==> src/rtl/vcmp_pkg.sv <==
package vcmp_pkg;

    typedef enum logic [2:0] {
        OP_EQ,
        OP_NE,
        OP_GT,
        OP_GE,
        OP_HI,
        OP_HS
    } cmp_op_e;

    typedef enum logic {
        ST_IDLE,
        ST_RESULT
    } unit_state_e;

    localparam int SEL_W      = 6;
    localparam int SEL_SIGNED = 5;
    localparam int SEL_EQFAM  = 3;
    localparam int SEL_STRICT = 2;
    localparam int NUM_SIZES  = 4;

endpackage

==> src/rtl/vcmp_sel_decode.sv <==
module vcmp_sel_decode
    import vcmp_pkg::*;
(
    input  logic    signed_fam,
    input  logic    eq_fam,
    input  logic    strict,
    output cmp_op_e op
);
    always_comb begin
        if (!signed_fam) begin
            op = strict ? OP_HI : OP_HS;
        end else if (eq_fam) begin
            op = strict ? OP_NE : OP_EQ;
        end else begin
            op = strict ? OP_GT : OP_GE;
        end
    end
endmodule

==> src/rtl/vcmp_lane_cmp.sv <==
module vcmp_lane_cmp
    import vcmp_pkg::*;
#(
    parameter int W = 8
) (
    input  logic [W-1:0] a,
    input  logic [W-1:0] b,
    input  cmp_op_e      op,
    output logic         hit
);
    always_comb begin
        unique case (op)
            OP_EQ:   hit = (a == b);
            OP_NE:   hit = (a != b);
            OP_GT:   hit = ($signed(a) >  $signed(b));
            OP_GE:   hit = ($signed(a) >= $signed(b));
            OP_HI:   hit = (a >  b);
            OP_HS:   hit = (a >= b);
            default: hit = 1'b0;
        endcase
    end
endmodule

==> src/rtl/vcmp_pred_flags.sv <==
module vcmp_pred_flags #(
    parameter int PL = 32
) (
    input  logic [PL-1:0] act,
    input  logic [PL-1:0] res,
    output logic          n_flag,
    output logic          z_flag,
    output logic          c_flag
);
    always_comb begin
        logic found;
        found  = 1'b0;
        n_flag = 1'b0;
        c_flag = 1'b1;
        for (int i = 0; i < PL; i++) begin
            if (act[i]) begin
                if (!found) begin
                    n_flag = res[i];
                end
                found  = 1'b1;
                c_flag = ~res[i];
            end
        end
        z_flag = ~|res;
    end
endmodule

==> src/rtl/vcmp_pred_unit.sv <==
module vcmp_pred_unit
    import vcmp_pkg::*;
#(
    parameter int VL = 256
) (
    input  logic              clk,
    input  logic              rst,
    input  logic              in_valid,
    input  logic [VL-1:0]     opnd_a,
    input  logic [VL-1:0]     opnd_b,
    input  logic [VL/8-1:0]   gov_pred,
    input  logic [1:0]        esz_code,
    input  logic [SEL_W-1:0]  insn_sel,
    output logic              out_valid,
    output logic [VL/8-1:0]   pred_out,
    output logic              flag_n,
    output logic              flag_z,
    output logic              flag_c,
    output logic              flag_v
);
    localparam int PL = VL / 8;

    unit_state_e state_q, state_d;
    cmp_op_e     op_sel;
    logic [PL-1:0] res_sz [NUM_SIZES];
    logic [PL-1:0] act_sz [NUM_SIZES];
    logic [PL-1:0] res_sel, act_sel;
    logic          n_d, z_d, c_d;
    logic          unused_sel_bits;

    assign unused_sel_bits = ^{insn_sel[4], insn_sel[1:0]};

    vcmp_sel_decode u_dec (
        .signed_fam (insn_sel[SEL_SIGNED]),
        .eq_fam     (insn_sel[SEL_EQFAM]),
        .strict     (insn_sel[SEL_STRICT]),
        .op         (op_sel)
    );

    // One comparator bank per lane size, each mapped onto the byte layout.
    for (genvar gs = 0; gs < NUM_SIZES; gs++) begin : g_size
        localparam int EW = 8 << gs;
        localparam int EB = EW / 8;
        localparam int NL = VL / EW;
        logic [NL-1:0] hit;
        logic [PL-1:0] rs;
        logic [PL-1:0] as_l;

        for (genvar e = 0; e < NL; e++) begin : g_lane
            vcmp_lane_cmp #(.W(EW)) u_cmp (
                .a   (opnd_a[e*EW +: EW]),
                .b   (opnd_b[e*EW +: EW]),
                .op  (op_sel),
                .hit (hit[e])
            );
        end

        for (genvar i = 0; i < PL; i++) begin : g_byte
            if (i % EB == 0) begin : g_lead
                assign as_l[i] = gov_pred[i];
                assign rs[i]   = gov_pred[i] & hit[i/EB];
            end else begin : g_fill
                assign as_l[i] = 1'b0;
                assign rs[i]   = 1'b0;
            end
        end

        assign res_sz[gs] = rs;
        assign act_sz[gs] = as_l;
    end

    assign res_sel = res_sz[esz_code];
    assign act_sel = act_sz[esz_code];

    vcmp_pred_flags #(.PL(PL)) u_flags (
        .act    (act_sel),
        .res    (res_sel),
        .n_flag (n_d),
        .z_flag (z_d),
        .c_flag (c_d)
    );

    // Next-state logic: accept / drain.
    always_comb begin
        unique case (state_q)
            ST_IDLE:   state_d = in_valid ? ST_RESULT : ST_IDLE;
            ST_RESULT: state_d = in_valid ? ST_RESULT : ST_IDLE;
            default:   state_d = ST_IDLE;
        endcase
    end

    always_ff @(posedge clk) begin
        if (rst) begin
            state_q <= ST_IDLE;
        end else begin
            state_q <= state_d;
        end
    end

    // Output registers: loaded on accept, held otherwise.
    always_ff @(posedge clk) begin
        if (rst) begin
            pred_out <= '0;
            flag_n   <= 1'b0;
            flag_z   <= 1'b0;
            flag_c   <= 1'b0;
            flag_v   <= 1'b0;
        end else if (in_valid) begin
            pred_out <= res_sel;
            flag_n   <= n_d;
            flag_z   <= z_d;
            flag_c   <= c_d;
            flag_v   <= 1'b0;
        end
    end

    assign out_valid = (state_q == ST_RESULT);

endmodule

==> config.mk <==
export PLATFORM = sky130hd
export DESIGN_NAME = vcmp_pred_unit
export DESIGN_NICKNAME = d
export VERILOG_FILES = /design/src/rtl/vcmp_pkg.sv /design/src/rtl/vcmp_sel_decode.sv /design/src/rtl/vcmp_lane_cmp.sv /design/src/rtl/vcmp_pred_flags.sv /design/src/rtl/vcmp_pred_unit.sv
export SDC_FILE = /design/constraint.sdc
export NUM_CORES = 1
export LEC_CHECK = 0
export BUFFER_PORTS_ARGS = -buffer_cell sky130_fd_sc_hd__buf_2
export CORE_AREA = 3 3 231 233
export CTS_BUF_LIST = sky130_fd_sc_hd__clkbuf_16
export CTS_CLUSTER_SIZE = 24
export DETAILED_ROUTE_END_ITERATION = 7
export DIE_AREA = 0 0 234 236
export PLACE_DENSITY = 0.53
export SLEW_MARGIN = 20
export SYNTH_ARGS = -nofsm -noshare
export SYNTH_HDL_FRONTEND = slang
export SYNTH_SLANG_ARGS = --single-unit
==> constraint.sdc <==
create_clock -name clk -period 3.8 [get_ports clk]
set_clock_uncertainty 0.1 [all_clocks]
set_input_delay 0.38 -clock clk [delete_from_list [all_inputs] [get_ports clk]]
set_output_delay 0.38 -clock clk [all_outputs]
set_load 0.01 [all_outputs]
==> results_tabular.tex <==
\begin{tabular}{lr}
\hline
Metric & Value \\
\hline
\multicolumn{2}{l}{\textbf{Status}} \\
\quad Status & finished clean \\
\multicolumn{2}{l}{\textbf{Power and ir drop}} \\
\quad Leak Pwr & around 10 nW \\
\quad Combinational share of power & between 70\% and 80\% \\
\quad Switching part of the total & approximately 47\% \\
\quad Net switching component of the power & 1.317 mW \\
\quad Cell-internal power & 1.508 mW \\
\quad Peak supply drop & around 0.17 mV \\
\quad Sequential power share & 14.1\% \\
\quad Cell Pwr Density & 153.5 nW/um2 \\
\quad Proportion of power drawn by the clock network & between 10\% and 20\% \\
\multicolumn{2}{l}{\textbf{Layout}} \\
\quad Net total in the final layout & 3529 \\
\quad Commonest non-fill, non-tap cell in the layout & sky130\_fd\_sc\_hd\_\_buf\_2 \\
\quad Fraction of layout cells with a size suffix above 1 & a little under a third \\
\quad Top library cells by usage in the layout, fill and taps aside & 587 x sky130\_fd\_sc\_hd\_\_buf\_2, 317 x sky130\_fd\_sc\_hd\_\_inv\_1, 284 x sky130\_fd\_sc\_hd\_\_ha\_1, 238 x sky130\_fd\_sc\_hd\_\_a21oi\_1, 164 x sky130\_fd\_sc\_hd\_\_buf\_4 \\
\quad Multi-input gate area & 11260 um2 \\
\quad \# fillers & 5643 \\
\quad Reg area & 720.7 um2 \\
\quad Cell area after layout & about 18000 um2 \\
\quad Area growth from synthesis to layout & 37.95\% \\
\multicolumn{2}{l}{\textbf{Yosys}} \\
\quad Post-synth ARST share & 0\% \\
\quad Mapped Cells & just under 2k \\
\quad Syn\_area\_per\_cell & 6.716 um2 \\
\quad Cell type with the largest total area after synthesis & sky130\_fd\_sc\_hd\_\_ha\_1 \\
\quad Synth top area share & 26.64\% \\
\quad Most area-consuming cells after synthesis & sky130\_fd\_sc\_hd\_\_ha\_1 27\%, sky130\_fd\_sc\_hd\_\_inv\_1 9.0\%, sky130\_fd\_sc\_hd\_\_a21oi\_1 8.9\%, sky130\_fd\_sc\_hd\_\_dfxtp\_1 5.4\%, sky130\_fd\_sc\_hd\_\_nand2\_1 4.6\% \\
\quad Syn Std Cell Area & 13340 um2 \\
\quad Number of register bits inferred by synthesis & 36 \\
\quad YS warnings & 0 \\
\quad Proportion of synthesized chip area in sequential cells & 5.403\% \\
\quad Most used DFF post-synth & sky130\_fd\_sc\_hd\_\_dfxtp\_1 \\
\quad Number of distinct library cells after synthesis & 90 \\
\quad Number of enable-type register cells in the synthesized netlist & 0 \\
\quad Syn\_nets & 2825 \\
\multicolumn{2}{l}{\textbf{Worst setup path}} \\
\quad Worst Path Required & 3.88 ns \\
\quad Family with the most delay on the worst path & compound AO/OA/AOI/OAI gates \\
\quad Critical path launch point type & primary input \\
\quad Type of destination of the critical path & flip-flop \\
\quad Arr. time, crit path & 3.63 ns \\
\quad Combined buffer and inverter count along the critical path & 3 \\
\quad Type of the worst setup path & in -> reg \\
\quad Maximum fanout along the worst path & 4 \\
\quad Max stage delay cell, worst path & sky130\_fd\_sc\_hd\_\_mux2\_2 \\
\quad Worst stage delay on the critical path & 0.38 ns \\
\quad Crit-path cells & buf\_2 -> inv\_1 -> ha\_1 -> nand4\_1 -> nor4\_2 -> buf\_4 -> and2\_1 -> mux2\_2 -> a211o\_1 -> a211oi\_1 -> o311ai\_0 -> a221oi\_1 -> and3\_1 -> a21oi\_1 \\
\multicolumn{2}{l}{\textbf{Timing}} \\
\quad \# setup viols final & 0 \\
\quad Period minus WS final & between 3 and 4 ns \\
\quad Final cycle utilization of the critical path & 93.51\% \\
\quad Max Fclk & 281.4 MHz \\
\quad Max-slew violation count & 0 \\
\quad Max-slew headroom & 31.60\% \\
\quad Total count of hold-check failures in the final report & 0 \\
\quad RSZ-0062 raised after global routing & no \\
\quad Actual slew at the worst max-slew pin & 1.000 ns \\
\quad Total Negative Setup Slacks & 0 ns \\
\multicolumn{2}{l}{\textbf{Floorplanning}} \\
\quad Die span in x & 234 um \\
\quad Placeable Area & between 50000 and 60000 um2 \\
\quad Io pins & 592 \\
\quad Count of standard-cell rows & 83 \\
\quad Initial Utilization & 25.95\% \\
\quad Die Outline Area & 55220 um2 \\
\quad Y dimension of the die & 236 um \\
\multicolumn{2}{l}{\textbf{Global route}} \\
\quad Number of global-route vias before repair & 17.65k \\
\quad First-pass GRT wire length & 101.6 mm \\
\quad Total GRT Usage & between 20\% and 30\% \\
\quad Pin count of the biggest net entering global routing & 37 \\
\quad Overall overflow remaining after global route & 0 \\
\quad Number of antenna violations at the first check in global routing & 20 \\
\multicolumn{2}{l}{\textbf{Detailed routing}} \\
\quad Iter 0 DRT Violations & 1031 \\
\quad Total routed wirelength & 69.57 mm \\
\quad Mean number of vias per cell & 5.172 \\
\quad Remaining routing DRC violations & 0 \\
\quad ANT nets after route & 0 \\
\quad Via count & between 15k and 20k \\
\quad Average wire length per cell after detail routing & 20.58 um \\
\quad Length of the first detailed-routing pass in iterations & 5 \\
\multicolumn{2}{l}{\textbf{Placed design}} \\
\quad Sum of net half-perimeters after detailed placement & 61.14 mm \\
\quad Count of buffers inserted at the top-level ports & 587 \\
\quad Final Wtd Congestion & 0.9017 \\
\quad Area after detailed placement & roughly 18000 um2 \\
\multicolumn{2}{l}{\textbf{Clock network}} \\
\quad Buffer cell driving the clock tree root & sky130\_fd\_sc\_hd\_\_clkbuf\_16 \\
\quad Clock-pin slew reported for the worst setup and hold paths after clock tree synthesis & 0.06 ns \\
\quad Maximum buffer depth of the clock tree & 2 \\
\quad Count of clock tree sinks & 36 \\
\quad CTS H-tree lvls & 2 \\
\quad Hold-fix buffers at CTS & 0 \\
\quad CTS buffer count & 5 \\
\quad Worst-Skew Late Latency & 0.28 ns \\
\quad CTS tree & yes \\
\multicolumn{2}{l}{\textbf{Min path}} \\
\quad Hold/Removal Path Class & reg -> reg \\
\multicolumn{2}{l}{\textbf{Run}} \\
\quad Max-Cap Viols & 0 \\
\hline
\end{tabular}
-- kinds of logic after synthesis --
| logic type | Yosys count | share of synthesized area (%) |
|---|---|---|
| simple gates | 633 | 24.76 |
| other cells | 1 | 0.02812 |
| xor+xnor | 3 | 0.1970 |
| mux | 34 | 2.598 |
| compound gates | 619 | 29.70 |
| fa+ha+maj | 284 | 26.64 |
| buf+inv | 376 | 10.68 |
| flops | 36 | 5.403 |
-- through the flow --
stage,util (%),setup WS (ns),hold slack (ns),total power [mW],cells
after floorplan,-,0.3003,0.3858,1.482,1986
after global placement,35.37,-0.2501,0.3526,2.388,3361
after detailed placement,35.37,-0.1835,0.3569,2.414,3361
after CTS,35.61,0.08707,0.3745,2.828,3366
after global routing,35.79,0.007591,0.3853,3.081,3380
final,35.79,0.2467,0.3760,2.825,3381
-- Yosys cell counts, types with 8 or more instances --
| master | count |
|---|---|
| sky130_fd_sc_hd__a2111oi_0 | 12 |
| sky130_fd_sc_hd__a211o_1 | 12 |
| sky130_fd_sc_hd__a211oi_1 | 31 |
| sky130_fd_sc_hd__a21o_1 | 17 |
| sky130_fd_sc_hd__a21oi_1 | 238 |
| sky130_fd_sc_hd__a221oi_1 | 14 |
| sky130_fd_sc_hd__a31oi_1 | 24 |
| sky130_fd_sc_hd__and2_1 | 11 |
| sky130_fd_sc_hd__and3_1 | 11 |
| sky130_fd_sc_hd__buf_1 | 13 |
| sky130_fd_sc_hd__clkbuf_1 | 35 |
| sky130_fd_sc_hd__dfxtp_1 | 36 |
| sky130_fd_sc_hd__ha_1 | 284 |
| sky130_fd_sc_hd__inv_1 | 319 |
| sky130_fd_sc_hd__mux2i_1 | 32 |
| sky130_fd_sc_hd__nand2_1 | 162 |
| sky130_fd_sc_hd__nand2b_1 | 21 |
| sky130_fd_sc_hd__nand3_1 | 35 |
| sky130_fd_sc_hd__nand4_1 | 68 |
| sky130_fd_sc_hd__nor2_1 | 149 |
| sky130_fd_sc_hd__nor2b_1 | 36 |
| sky130_fd_sc_hd__nor3_1 | 45 |
| sky130_fd_sc_hd__nor3b_1 | 11 |
| sky130_fd_sc_hd__nor4_1 | 19 |
| sky130_fd_sc_hd__o211ai_1 | 15 |
| sky130_fd_sc_hd__o21a_1 | 12 |
| sky130_fd_sc_hd__o21ai_0 | 99 |
| sky130_fd_sc_hd__o21bai_1 | 26 |
| sky130_fd_sc_hd__o31ai_1 | 22 |
| sky130_fd_sc_hd__or2_2 | 9 |
| sky130_fd_sc_hd__or3_1 | 8 |
-- final timing paths --
check / slack [ns] / depth (start not counted) / from / endpoint
worst max-delay path: 0.25 / 14 / opnd_b[235] / flag_c
worst min-delay path: 0.38 / 2 / pred_out[26] / pred_out[26]
worst max register to register: 2.59 / 5 / flag_c / flag_c
worst min register to register: 0.38 / 2 / pred_out[26] / pred_out[26]
-- layer usage --
metal  track usage [%]  vias up  share of wire [%]
li1                  -     8643                  -
met5                 0        -               0.12
met4             6.641       14                2.5
met2             40.85      643                 47
met1             29.60     8086                 42
met3             5.966      100                8.4
-- flip-flops by register name, indices dropped and copies added, names as in the netlist --
| register | count |
|---|---|
| out_valid | 1 |
| flag_n | 1 |
| pred_out | 32 |
| flag_c | 1 |
| flag_z | 1 |
-- power groups by stage --
stage               combinational [mW]  clock [mW]  sequential (mW)
floorplan                         1.07           0            0.413
global placement                  1.98           0            0.406
detailed placement                2.01           0            0.407
CTS                               2.02       0.408            0.399
global route                      2.26       0.421            0.400
finish                            2.03       0.400            0.399
-- tightest hold or removal path, cell delays in order (launching register included) --
cell                      delay (ns)
sky130_fd_sc_hd__dfxtp_1        0.31
sky130_fd_sc_hd__nand2_1        0.06
sky130_fd_sc_hd__a21oi_1        0.05
-- area by class of cell --
cell class / instances / area share [%]
diodes: 13 / 0.1768
clock buffers: 5 / 0.6800
inverters: 320 / 6.528
multi-input cells: 1574 / 61.20
flip-flops and latches: 36 / 3.917
well taps: 680 / 4.624
repair buffers: 753 / 22.88
-- what timing repair did --
action / in CTS / in global routing
resized for setup: 0 / 8
setup buffers: 0 / 2
endpoints found under the setup margin: 0 / 3
Power figures use the tool's default switching activity.
